--- config.mk ---
export PLATFORM = sky130hd
export DESIGN_NAME = extbus_hold_arb
export DESIGN_NICKNAME = d
export VERILOG_FILES = /design/src/rtl/hold_pkg.sv /design/src/rtl/hold_sync.sv /design/src/rtl/hold_grant.sv /design/src/rtl/hold_stall.sv /design/src/rtl/extbus_hold_arb.sv
export SDC_FILE = /design/constraint.sdc
export NUM_CORES = 1
export LEC_CHECK = 0
export BUFFER_PORTS_ARGS = -buffer_cell sky130_fd_sc_hd__buf_2
export CAP_MARGIN = 20
export CORE_AREA = 2 2 39 41
export CTS_CLUSTER_DIAMETER = 50
export DETAILED_ROUTE_END_ITERATION = 10
export DIE_AREA = 0 0 41 43
export GPL_ROUTABILITY_DRIVEN = 0
export PLACE_DENSITY = 0.48
export SLEW_MARGIN = 20
export SYNTH_ARGS = -nofsm -noshare
export SYNTH_HDL_FRONTEND = slang
export SYNTH_SLANG_ARGS = --single-unit
--- constraint.sdc ---
create_clock -name clk -period 0.8 [get_ports clk]
set_input_delay 0.08 -clock clk [delete_from_list [all_inputs] [get_ports clk]]
set_output_delay 0.08 -clock clk [all_outputs]
set_load 0.05 [all_outputs]
--- src/rtl/hold_pkg.sv ---
package hold_pkg;
    // Register field positions shared by the top and its neighbours.
    localparam int unsigned HOLD_POS = 0;
    localparam int unsigned REQ_POS  = 1;
    localparam int unsigned ACK_POS  = 2;
    localparam int unsigned MIN_REG_W = 3;

    typedef struct packed {
        logic ack_n;
        logic hold;
    } grant_st_t;

    typedef struct packed {
        logic owned;
    } stall_st_t;
endpackage

--- src/rtl/hold_sync.sv ---
module hold_sync #(
    parameter int unsigned STAGES = 2
) (
    input  logic clk,
    input  logic rst_n,
    input  logic d_i,
    output logic q_o
);
    typedef struct packed {
        logic [STAGES-1:0] chain;
    } sync_st_t;

    sync_st_t cur_q, nxt_d;

    always_comb begin
        nxt_d = cur_q;
        if (!rst_n) begin
            // Preload every stage so a request active in reset survives release.
            nxt_d.chain = {STAGES{d_i}};
        end else begin
            nxt_d.chain = (cur_q.chain << 1) | STAGES'(d_i);
        end
    end

    always_ff @(posedge clk) begin
        cur_q <= nxt_d;
    end

    assign q_o = cur_q.chain[STAGES-1];
endmodule

--- src/rtl/hold_grant.sv ---
module hold_grant
    import hold_pkg::*;
(
    input  logic clk,
    input  logic rst_n,
    input  logic req_raw_n_i,
    input  logic req_s_n_i,
    input  logic busy_i,
    input  logic wr_i,
    input  logic wbit_i,
    output logic ack_n_o,
    output logic hold_o,
    output logic grant_now_o
);
    grant_st_t cur_q, nxt_d;
    logic      grant_now;

    always_comb begin
        nxt_d     = cur_q;
        grant_now = 1'b0;
        if (!rst_n) begin
            nxt_d.hold  = 1'b0;
            nxt_d.ack_n = req_raw_n_i;
        end else begin
            if (wr_i) begin
                nxt_d.hold = wbit_i;
            end
            grant_now = cur_q.ack_n && !req_s_n_i && !nxt_d.hold && !busy_i;
            if (cur_q.ack_n) begin
                if (grant_now) begin
                    nxt_d.ack_n = 1'b0;
                end
            end else if (req_s_n_i || nxt_d.hold) begin
                nxt_d.ack_n = 1'b1;
            end
        end
    end

    always_ff @(posedge clk) begin
        cur_q <= nxt_d;
    end

    assign ack_n_o     = cur_q.ack_n;
    assign hold_o      = cur_q.hold;
    assign grant_now_o = grant_now;

    // a set disable bit never coexists with a grant
    assert_blocked_no_grant_R2: assert property (@(posedge clk) disable iff (!rst_n)
        cur_q.hold |-> cur_q.ack_n);

    // a revoking write releases at its own edge
    assert_revoke_at_write_R4: assert property (@(posedge clk) disable iff (!rst_n)
        (wr_i && wbit_i) |=> cur_q.ack_n);

    // grants only start over an idle bus
    assert_grant_idle_bus_R6: assert property (@(posedge clk) disable iff (!rst_n)
        ($past(rst_n) && $fell(cur_q.ack_n)) |-> $past(!busy_i));

    // withdrawn synchronized request is released next edge
    assert_release_next_R8: assert property (@(posedge clk) disable iff (!rst_n)
        (!cur_q.ack_n && req_s_n_i) |=> cur_q.ack_n);
endmodule

--- src/rtl/hold_stall.sv ---
module hold_stall
    import hold_pkg::*;
(
    input  logic clk,
    input  logic rst_n,
    input  logic ack_n_i,
    input  logic grant_now_i,
    input  logic xreq_i,
    output logic nrdy_o
);
    stall_st_t cur_q, nxt_d;

    always_comb begin
        nxt_d       = cur_q;
        // Ownership lags the acknowledge by one cycle so the stall outlives it.
        nxt_d.owned = !ack_n_i;
    end

    always_ff @(posedge clk) begin
        cur_q <= nxt_d;
    end

    assign nrdy_o = xreq_i && (!ack_n_i || cur_q.owned || grant_now_i);

    // granted bus always stalls a core request
    assert_stall_when_granted_R7: assert property (@(posedge clk) disable iff (!rst_n)
        (xreq_i && !ack_n_i) |-> nrdy_o);

    // stall clears after two released cycles
    assert_stall_freed_R8: assert property (@(posedge clk) disable iff (!rst_n)
        ($past(rst_n) && ack_n_i && $past(ack_n_i) && !grant_now_i) |-> !nrdy_o);
endmodule

--- src/rtl/extbus_hold_arb.sv ---
module extbus_hold_arb
    import hold_pkg::*;
#(
    parameter int unsigned SYNC_STAGES = 2,
    parameter int unsigned REG_W       = 4
) (
    input  logic             clk,
    input  logic             rst_n,
    input  logic             req_n_i,
    output logic             ack_n_o,
    output logic             bus_hiz_o,
    input  logic             xbus_busy_i,
    input  logic             core_xreq_i,
    output logic             core_nrdy_o,
    input  logic             reg_wr_i,
    input  logic [REG_W-1:0] reg_wdata_i,
    output logic [REG_W-1:0] reg_rdata_o
);
    logic req_s_n;
    logic ack_n;
    logic hold;
    logic grant_now;
    logic unused_wbits;

    initial begin
        assert_reg_width_R9: assert (REG_W >= MIN_REG_W && SYNC_STAGES >= 1);
    end

    hold_sync #(.STAGES(SYNC_STAGES)) u_sync (
        .clk   (clk),
        .rst_n (rst_n),
        .d_i   (req_n_i),
        .q_o   (req_s_n)
    );

    hold_grant u_grant (
        .clk         (clk),
        .rst_n       (rst_n),
        .req_raw_n_i (req_n_i),
        .req_s_n_i   (req_s_n),
        .busy_i      (xbus_busy_i),
        .wr_i        (reg_wr_i),
        .wbit_i      (reg_wdata_i[HOLD_POS]),
        .ack_n_o     (ack_n),
        .hold_o      (hold),
        .grant_now_o (grant_now)
    );

    hold_stall u_stall (
        .clk         (clk),
        .rst_n       (rst_n),
        .ack_n_i     (ack_n),
        .grant_now_i (grant_now),
        .xreq_i      (core_xreq_i),
        .nrdy_o      (core_nrdy_o)
    );

    assign unused_wbits = ^reg_wdata_i;
    assign ack_n_o      = ack_n;
    assign bus_hiz_o    = !ack_n;

    always_comb begin
        reg_rdata_o           = '0;
        reg_rdata_o[HOLD_POS] = hold;
        reg_rdata_o[REQ_POS]  = req_s_n;
        reg_rdata_o[ACK_POS]  = ack_n;
    end
endmodule

==> results of run 1 <==
worst max path at each step:
| stage | startpoint | end |
|---|---|---|
| after floorplan | u_grant.ack_n_o$_DFF_P_ | core_nrdy_o |
| after global placement | u_grant.hold_o$_SDFF_PN0_ | core_nrdy_o |
| after detailed placement | u_sync.cur_q[1]$_DFF_P_ | core_nrdy_o |
| after CTS | u_sync.cur_q[1]$_DFF_P_ | core_nrdy_o |
| after global routing | u_sync.cur_q[1]$_DFF_P_ | core_nrdy_o |
| final | u_sync.cur_q[1]$_DFF_P_ | core_nrdy_o |
sequential cells by signal, indices dropped and copies added (netlist names):
register	flops
u_sync.cur_q	2
u_grant.ack_n_o	1
u_grant.hold_o	1
u_stall.cur_q	1
power breakdown:
part | total (W) | internal [W] | switching (W)
logic | 0.000305 | 0.000141 | 0.000165
clock network | 0.000298 | 0.000189 | 0.000109
registers | 0.000280 | 0.000270 | 0.00000934
total | 0.000883 | 0.000600 | 0.000283
logic make-up (layout without fill, tap and decap cells):
group,after synthesis,in the layout,synth area share
simple gates,5,5,0.153
mux,2,2,0.100
other cells,1,1,0.0176
buf+inv,6,24,0.176
flops,5,5,0.471
compound gates,2,2,0.0824
what timing repair did:
item / 4_1_cts / 5_1_grt
buffers inserted: 2 / 0
gates resized for setup: 25 / 2
hold buffers: 1 / 0
pin swaps: 2 / 0
gates cloned: 0 / 0
endpoints found under the setup margin: 8 / 8
endpoints found under the hold margin: 1 / 0
cell usage after synthesis (all sizes together):
library cell  n  area (um^2)
a22o          1         8.76
a41oi         1         8.76
and4bb        1         12.5
buf           4         30.0
conb          1         3.75
dfxtp         5          100
inv           2         7.51
mux2          1         11.3
mux2i         1         10.0
nand2         1         3.75
nand2b        1         6.26
nor2          1         3.75
nor2b         1         6.26
routing by layer:
metal	global-route usage	up-vias	share of wire
met5	0	-	0
met4	0.0400	0	0
met3	0.0785	0	0.12
met2	0.100	13	0.54
met1	0.0643	89	0.34
li1	-	102	-
cell type report:
type                            instances  area (um^2)
Clock buffer                            4         26.3
Tap cell                               16         20.0
Sequential cell                         5          106
Inverter                                2         10.0
Fill cell                             154          942
Timing Repair Buffer                   18          175
Multi-Input combinational cell         10          104
critical path, stage by stage (launching register included):
cell,delay [ps]
sky130_fd_sc_hd__dfxtp_2,320
sky130_fd_sc_hd__and4bb_1,190
sky130_fd_sc_hd__a22o_4,220
sky130_fd_sc_hd__buf_8,140
through the flow:
| stage | utilization | setup TNS [ps] | cell area, um^2 | hold slack [ps] |
|---|---|---|---|---|
| 6_report | 0.319 | -1090 | 442 | 93.1 |
| 3_5_place_dp | 0.221 | -386 | 305 | 213 |
| 3_3_place_gp | 0.221 | -419 | 305 | 211 |
| 2_1_floorplan | - | -203 | 225 | 108 |
| 4_1_cts | 0.310 | -1150 | 429 | 85.3 |
| 5_1_grt | 0.319 | -1280 | 442 | 103 |
==> out/qor.log, run 1 <==
[worst_setup_path] element type at the critical path start flip-flop
[global_routing] Overall Global Routing Usage 0.0733
[finish] ratio of cells with drive above 1 in the final layout 0.718
[finish] leading cell types in the layout, fill and taps excluded sky130_fd_sc_hd__buf_2 (6), sky130_fd_sc_hd__buf_8 (5), sky130_fd_sc_hd__buf_6 (4)
[die] num ports 17
[clocking] count of clock tree sinks 5
[synthesis] count of distinct cell types in the synthesized netlist 13
[drt] total wire length 519 um
[die] Initial Util 0.154
[min_path] worst-case hold path end point u_sync.cur_q[1]$_DFF_P_
[drt] detailed-route vias per instance 3.71
[clocking] CTS root buffer sky130_fd_sc_hd__clkbuf_4
[worst_setup_path] Worst Setup End Kind primary output
[placement] placed cell count 49
[placement] DPL Wire Length 324 um
[die] die area 0.00176 mm^2
[placement] pre-CTS setup slack -208 ps
[sta] number of max-slew violations in the final report 0
[worst_setup_path] Reg-to-Reg End u_grant.ack_n_o$_DFF_P_
[clocking] clock latency of the later-clocked register in the worst-skew pair 240 ps
[worst_setup_path] biggest fanout along the worst timing path 2
[die] die span in x 41 um
[worst_setup_path] WP data arrival 1120 ps
[clocking] H-tree levels 1
[sta] Fmax 834 MHz
[run_status] run status complete, but fails checks
[worst_setup_path] kind of critical path reg -> out
[sta] clock period minus worst slack 1200 ps
[synthesis] warning count from the yosys run 0
[finish] antenna diode count 0
[global_routing] antenna violations before repair 0
[global_routing] first-pass GRT wire length 738 um
[synthesis] fraction of the yosys area taken by sequential cells 0.471
[clocking] number of buffers between clock root and the deepest sink 2
[min_path] cell depth of the worst hold path 2
[power_and_ir_drop] reported leakage power 0.205 nW
[worst_setup_path] Worst Reg2Reg Path Length in Cells 3
[finish] area growth from synthesis to layout 108%
[die] Core Area 0.00138 mm^2
[synthesis] number of instances in the synthesized netlist 21
[placement] total of buffers placed on input and output ports 12
[drt] first-pass iteration count of the detailed router 2
[finish] Post-Layout Cell Count 55
[sta] period utilisation layout 1.50
[sta] setup slack after layout -399 ps
[sta] setup repair after global routing missed its margin true
[flow_run] number of violations of the max-capacitance limit 0
[drt] DR vias 204
[finish] most common library cell in the layout ignoring fill and taps sky130_fd_sc_hd__buf_2
[worst_setup_path] slack of the worst reg-to-reg path -50 ps
[clocking] number of clock buffers inserted by TritonCTS 3
[die] overall die height 43 um
[drt] average wire per standard cell 9.44 um
[worst_setup_path] required time at the endpoint of the critical path 720 ps
[global_routing] global route total overflow 0
[global_routing] pin count of the biggest net entering global routing 6
[run_status] failing checks negative setup slack
[drt] DRT antenna net count 0
[min_path] hold path startpoint req_n_i
[sta] Setup Skew 4.39 ps
[global_routing] number of global-route vias before repair 196
[power_and_ir_drop] Max rail drop VDD 0.796 mV
[drt] Starting DRT DRC Count 1
[sta] number of failing hold endpoints at the final stage 0
[drt] DRC violations left 0
[synthesis] average footprint of a synthesized cell 10.1 um^2
[min_path] path type of the worst min-delay path in -> reg
[worst_setup_path] r2r startpoint u_grant.hold_o$_SDFF_PN0_
[synthesis] count of state elements after synthesis 5
[clocking] clock transition time at the flip-flop clock pins of the worst setup and hold paths 50 ps
[synthesis] syn nets 31
[clocking] clock tree from TritonCTS done
[power_and_ir_drop] power density over cell area 2000 mW/mm^2
[die] Rows 14
[power_and_ir_drop] overall power consumption 0.000883 W
[synthesis] cell area after synthesis 213 um^2
[sta] Setup violations, final 7
[finish] net total in the final layout 50
Note: power is estimated with default switching activity, not from simulation.
==> run 2: changes to the inputs <==
--- a/config.mk
+++ b/config.mk
@@ -12,7 +12,8 @@
 export DETAILED_ROUTE_END_ITERATION = 10
 export DIE_AREA = 0 0 41 43
 export GPL_ROUTABILITY_DRIVEN = 0
-export PLACE_DENSITY = 0.48
+export PLACE_DENSITY = 0.47
+export RECOVER_POWER = 100
 export SLEW_MARGIN = 20
 export SYNTH_ARGS = -nofsm -noshare
 export SYNTH_HDL_FRONTEND = slang
==> run 2 against run 1 <==
  * The run still ends with negative setup slack left
  * Combinational power increased by 1%
  * Worst setup slack gained 14 ps
  * Routed wire length increased by 10%
  * First-iteration DRC count unchanged
  * Critical path depth stayed put
  * Final area is 0.85% higher
  * Register-to-register slack lost 60 ps
  * Clock skew about the same
  * Global-route usage increased by 0.52 points
  * Core utilization is 0.27 points higher
  * Critical endpoint unchanged
  * Largest cell class unchanged
  * Largest power group unchanged
==> out/qor.log, run 2 (synthesized netlist as in run 1, its figures left out) <==
[worst_setup_path] biggest fanout along the worst timing path 2 [unchanged]
[worst_setup_path] element type at the critical path start flip-flop
[worst_setup_path] kind of critical path reg -> out
[sta] Sum Neg Setup Slack -1390 ps [-299 ps]
[die] Rows 14 [unchanged]
[drt] average wire per standard cell 10.2 um [+8.1%]
[clocking] clock tree from TritonCTS done
[power_and_ir_drop] overall power consumption 0.000875 W [-0.90%]
[worst_setup_path] critical-path cell with the highest stage delay sky130_fd_sc_hd__dfxtp_2
[drt] total wire length 571 um [+10%]
[finish] number of flip-flops in the largest register 2 [unchanged]
[sta] number of max-slew violations in the final report 0 [unchanged]
[sta] clock period minus worst slack 1180 ps [-14.2 ps]
[global_routing] global route total overflow 0 [unchanged]
[sta] Fmax 844 MHz [+1.2%]
[worst_setup_path] Worst Setup End Kind primary output
[drt] DR vias 199 [-2.5%]
[global_routing] first-pass GRT wire length 862 um [+17%]
[worst_setup_path] Max stage delay on crit path 310 ps [about the same]
[worst_setup_path] WP data arrival 1100 ps [-20 ps]
[clocking] clock transition time at the flip-flop clock pins of the worst setup and hold paths 40 ps [about the same]
[worst_setup_path] Worst Reg2Reg Path Length in Cells 3 [unchanged]
[worst_setup_path] r2r startpoint u_grant.ack_n_o$_DFF_P_
[global_routing] antenna violations before repair 0 [unchanged]
[finish] net total in the final layout 51 [+2.0%]
[worst_setup_path] list of cells traversed by the critical path and4bb_1 > a22o_4 > buf_8
[die] Initial Util 0.154 [unchanged]
[finish] fill count 147 [-4.5%]
[power_and_ir_drop] Max rail drop VDD 1.20 mV [+51%]
[power_and_ir_drop] power density over cell area 1960 mW/mm^2 [-1.7%]
[die] die area 0.00176 mm^2 [unchanged]
[finish] antenna diode count 0 [unchanged]
[placement] total of buffers placed on input and output ports 12 [unchanged]
[drt] DRC violations left 0 [unchanged]
[die] overall die height 43 um [unchanged]
[clocking] H-tree levels 1 [unchanged]
[min_path] worst-case hold path end point u_sync.cur_q[1]$_DFF_P_
[worst_setup_path] required time at the endpoint of the critical path 720 ps [about the same]
[global_routing] number of global-route vias before repair 216 [+10%]
[clocking] number of clock buffers inserted by TritonCTS 3 [unchanged]
[global_routing] pin count of the biggest net entering global routing 5 [-1]
[die] Core Area 0.00138 mm^2 [unchanged]
[clocking] clock latency of the later-clocked register in the worst-skew pair 240 ps [about the same]
[finish] leading cell types in the layout, fill and taps excluded sky130_fd_sc_hd__buf_8 (6), sky130_fd_sc_hd__buf_2 (5), sky130_fd_sc_hd__clkbuf_4 (3), sky130_fd_sc_hd__buf_4 (3)
[clocking] count of clock tree sinks 5 [unchanged]
[finish] most common library cell in the layout ignoring fill and taps sky130_fd_sc_hd__buf_8
[worst_setup_path] worst path bufs/invs 1 [unchanged]
[drt] Starting DRT DRC Count 1 [unchanged]
[finish] ratio of cells with drive above 1 in the final layout 0.700 [-0.0179]
[run_status] run status complete, but fails checks
[min_path] hold path startpoint req_n_i
[worst_setup_path] slack of the worst reg-to-reg path -110 ps [-60 ps]
[sta] number of failing hold endpoints at the final stage 0 [unchanged]
[clocking] number of buffers between clock root and the deepest sink 2 [unchanged]
[die] num ports 17 [unchanged]
[drt] detailed-route vias per instance 3.55 [-4.2%]
[placement] DPL Wire Length 347 um [+7.3%]
[worst_setup_path] dominant delay contributor by cell family on the critical path flip-flops
[min_path] cell depth of the worst hold path 2 [unchanged]
[finish] multi-input gate area in the final layout 104 um^2 [unchanged]
[power_and_ir_drop] reported leakage power 0.206 nW [+0.68%]
[finish] area growth from synthesis to layout 109%
[flow_run] number of violations of the max-capacitance limit 0 [unchanged]
[finish] register with the highest flop count u_sync.cur_q
[sta] setup slack after layout -384 ps [+14.2 ps]
[finish] FF/Latch Area 106 um^2 [unchanged]
[die] die span in x 41 um [unchanged]
[sta] setup repair after global routing missed its margin true
[drt] first-pass iteration count of the detailed router 2 [unchanged]
[global_routing] Overall Global Routing Usage 0.0785 [+0.00518]
[clocking] CTS root buffer sky130_fd_sc_hd__clkbuf_4
[sta] period utilisation layout 1.48 [-0.0177]
[run_status] failing checks negative setup slack
[drt] DRT antenna net count 0 [unchanged]
[sta] Setup Skew 4.80 ps [+0.410 ps]
[min_path] path type of the worst min-delay path in -> reg
[sta] WHS 143 ps [+50.1 ps]
[sta] Setup violations, final 7 [unchanged]
[worst_setup_path] Reg-to-Reg End u_grant.ack_n_o$_DFF_P_
==> run 2: cell types whose count changed in the layout (fill, tap and decap cells not counted) <==
| cell | before | now |
|---|---|---|
| sky130_fd_sc_hd__buf_6 | 4 | 2 |
| sky130_fd_sc_hd__buf_8 | 5 | 6 |
| sky130_fd_sc_hd__buf_2 | 6 | 5 |
| sky130_fd_sc_hd__buf_4 | 2 | 3 |
| sky130_fd_sc_hd__clkbuf_2 | 0 | 1 |
| sky130_fd_sc_hd__clkbuf_1 | 1 | 2 |
==> run 2: final cells by class <==
class,instances,share of cell area
well taps,16,0.0449
clock buffers,4,0.0590
flip-flops and latches,5,0.239
multi-input cells,10,0.233
repair buffers,19,0.402
inverters,2,0.0225
==> run 2: worst max path at each step <==
| stage | from | endpoint | slack (ps) | cells past startpoint |
|---|---|---|---|---|
| final | u_sync.cur_q[1]$_DFF_P_ | core_nrdy_o | -380 | 3 |
| after global routing | u_sync.cur_q[1]$_DFF_P_ | core_nrdy_o | -410 | 3 |
| after CTS | u_sync.cur_q[1]$_DFF_P_ | core_nrdy_o | -390 | 3 |
| after detailed placement | u_sync.cur_q[1]$_DFF_P_ | core_nrdy_o | -220 | 3 |
| after global placement | u_sync.cur_q[1]$_DFF_P_ | core_nrdy_o | -230 | 3 |
| after floorplan | u_grant.ack_n_o$_DFF_P_ | core_nrdy_o | -110 | 2 |
==> run 2: repair_timing <==
action,in CTS,in global routing
hold buffers,1,0
setup buffers,3,1
gates resized for setup,26,3
pin swaps,2,0
setup endpoints to repair,8,8
hold endpoints to repair,1,0
==> run 2: where the power goes <==
| group | total (W) | switching, W | internal [W] | leakage (nW) |
|---|---|---|---|---|
| Combinational | 0.000309 | 0.000169 | 0.000140 | 0.149 |
| Sequential | 0.000279 | 0.00000838 | 0.000270 | 0.0425 |
| Clock | 0.000287 | 0.0000990 | 0.000188 | 0.0150 |
| Total | 0.000875 | 0.000276 | 0.000599 | 0.206 |
==> run 2: layer usage <==
metal	track usage	routed length (um)	up-vias	share of wire
li1	-	-	103	-
met1	0.0777	200	86	0.35
met2	0.131	317	10	0.56
met3	0.0628	53	0	0.093
met4	0	0	0	0
met5	0	0	-	0
==> run 2: stage by stage <==
stage	utilization	area, um^2	worst slack (ps)	std cells
final	0.322	445	-384	56
after global routing	0.322	445	-411	56
after CTS	0.318	440	-386	56
after detailed placement	0.226	313	-222	50
after global placement	0.226	313	-226	50
after floorplan	-	225	-108	21
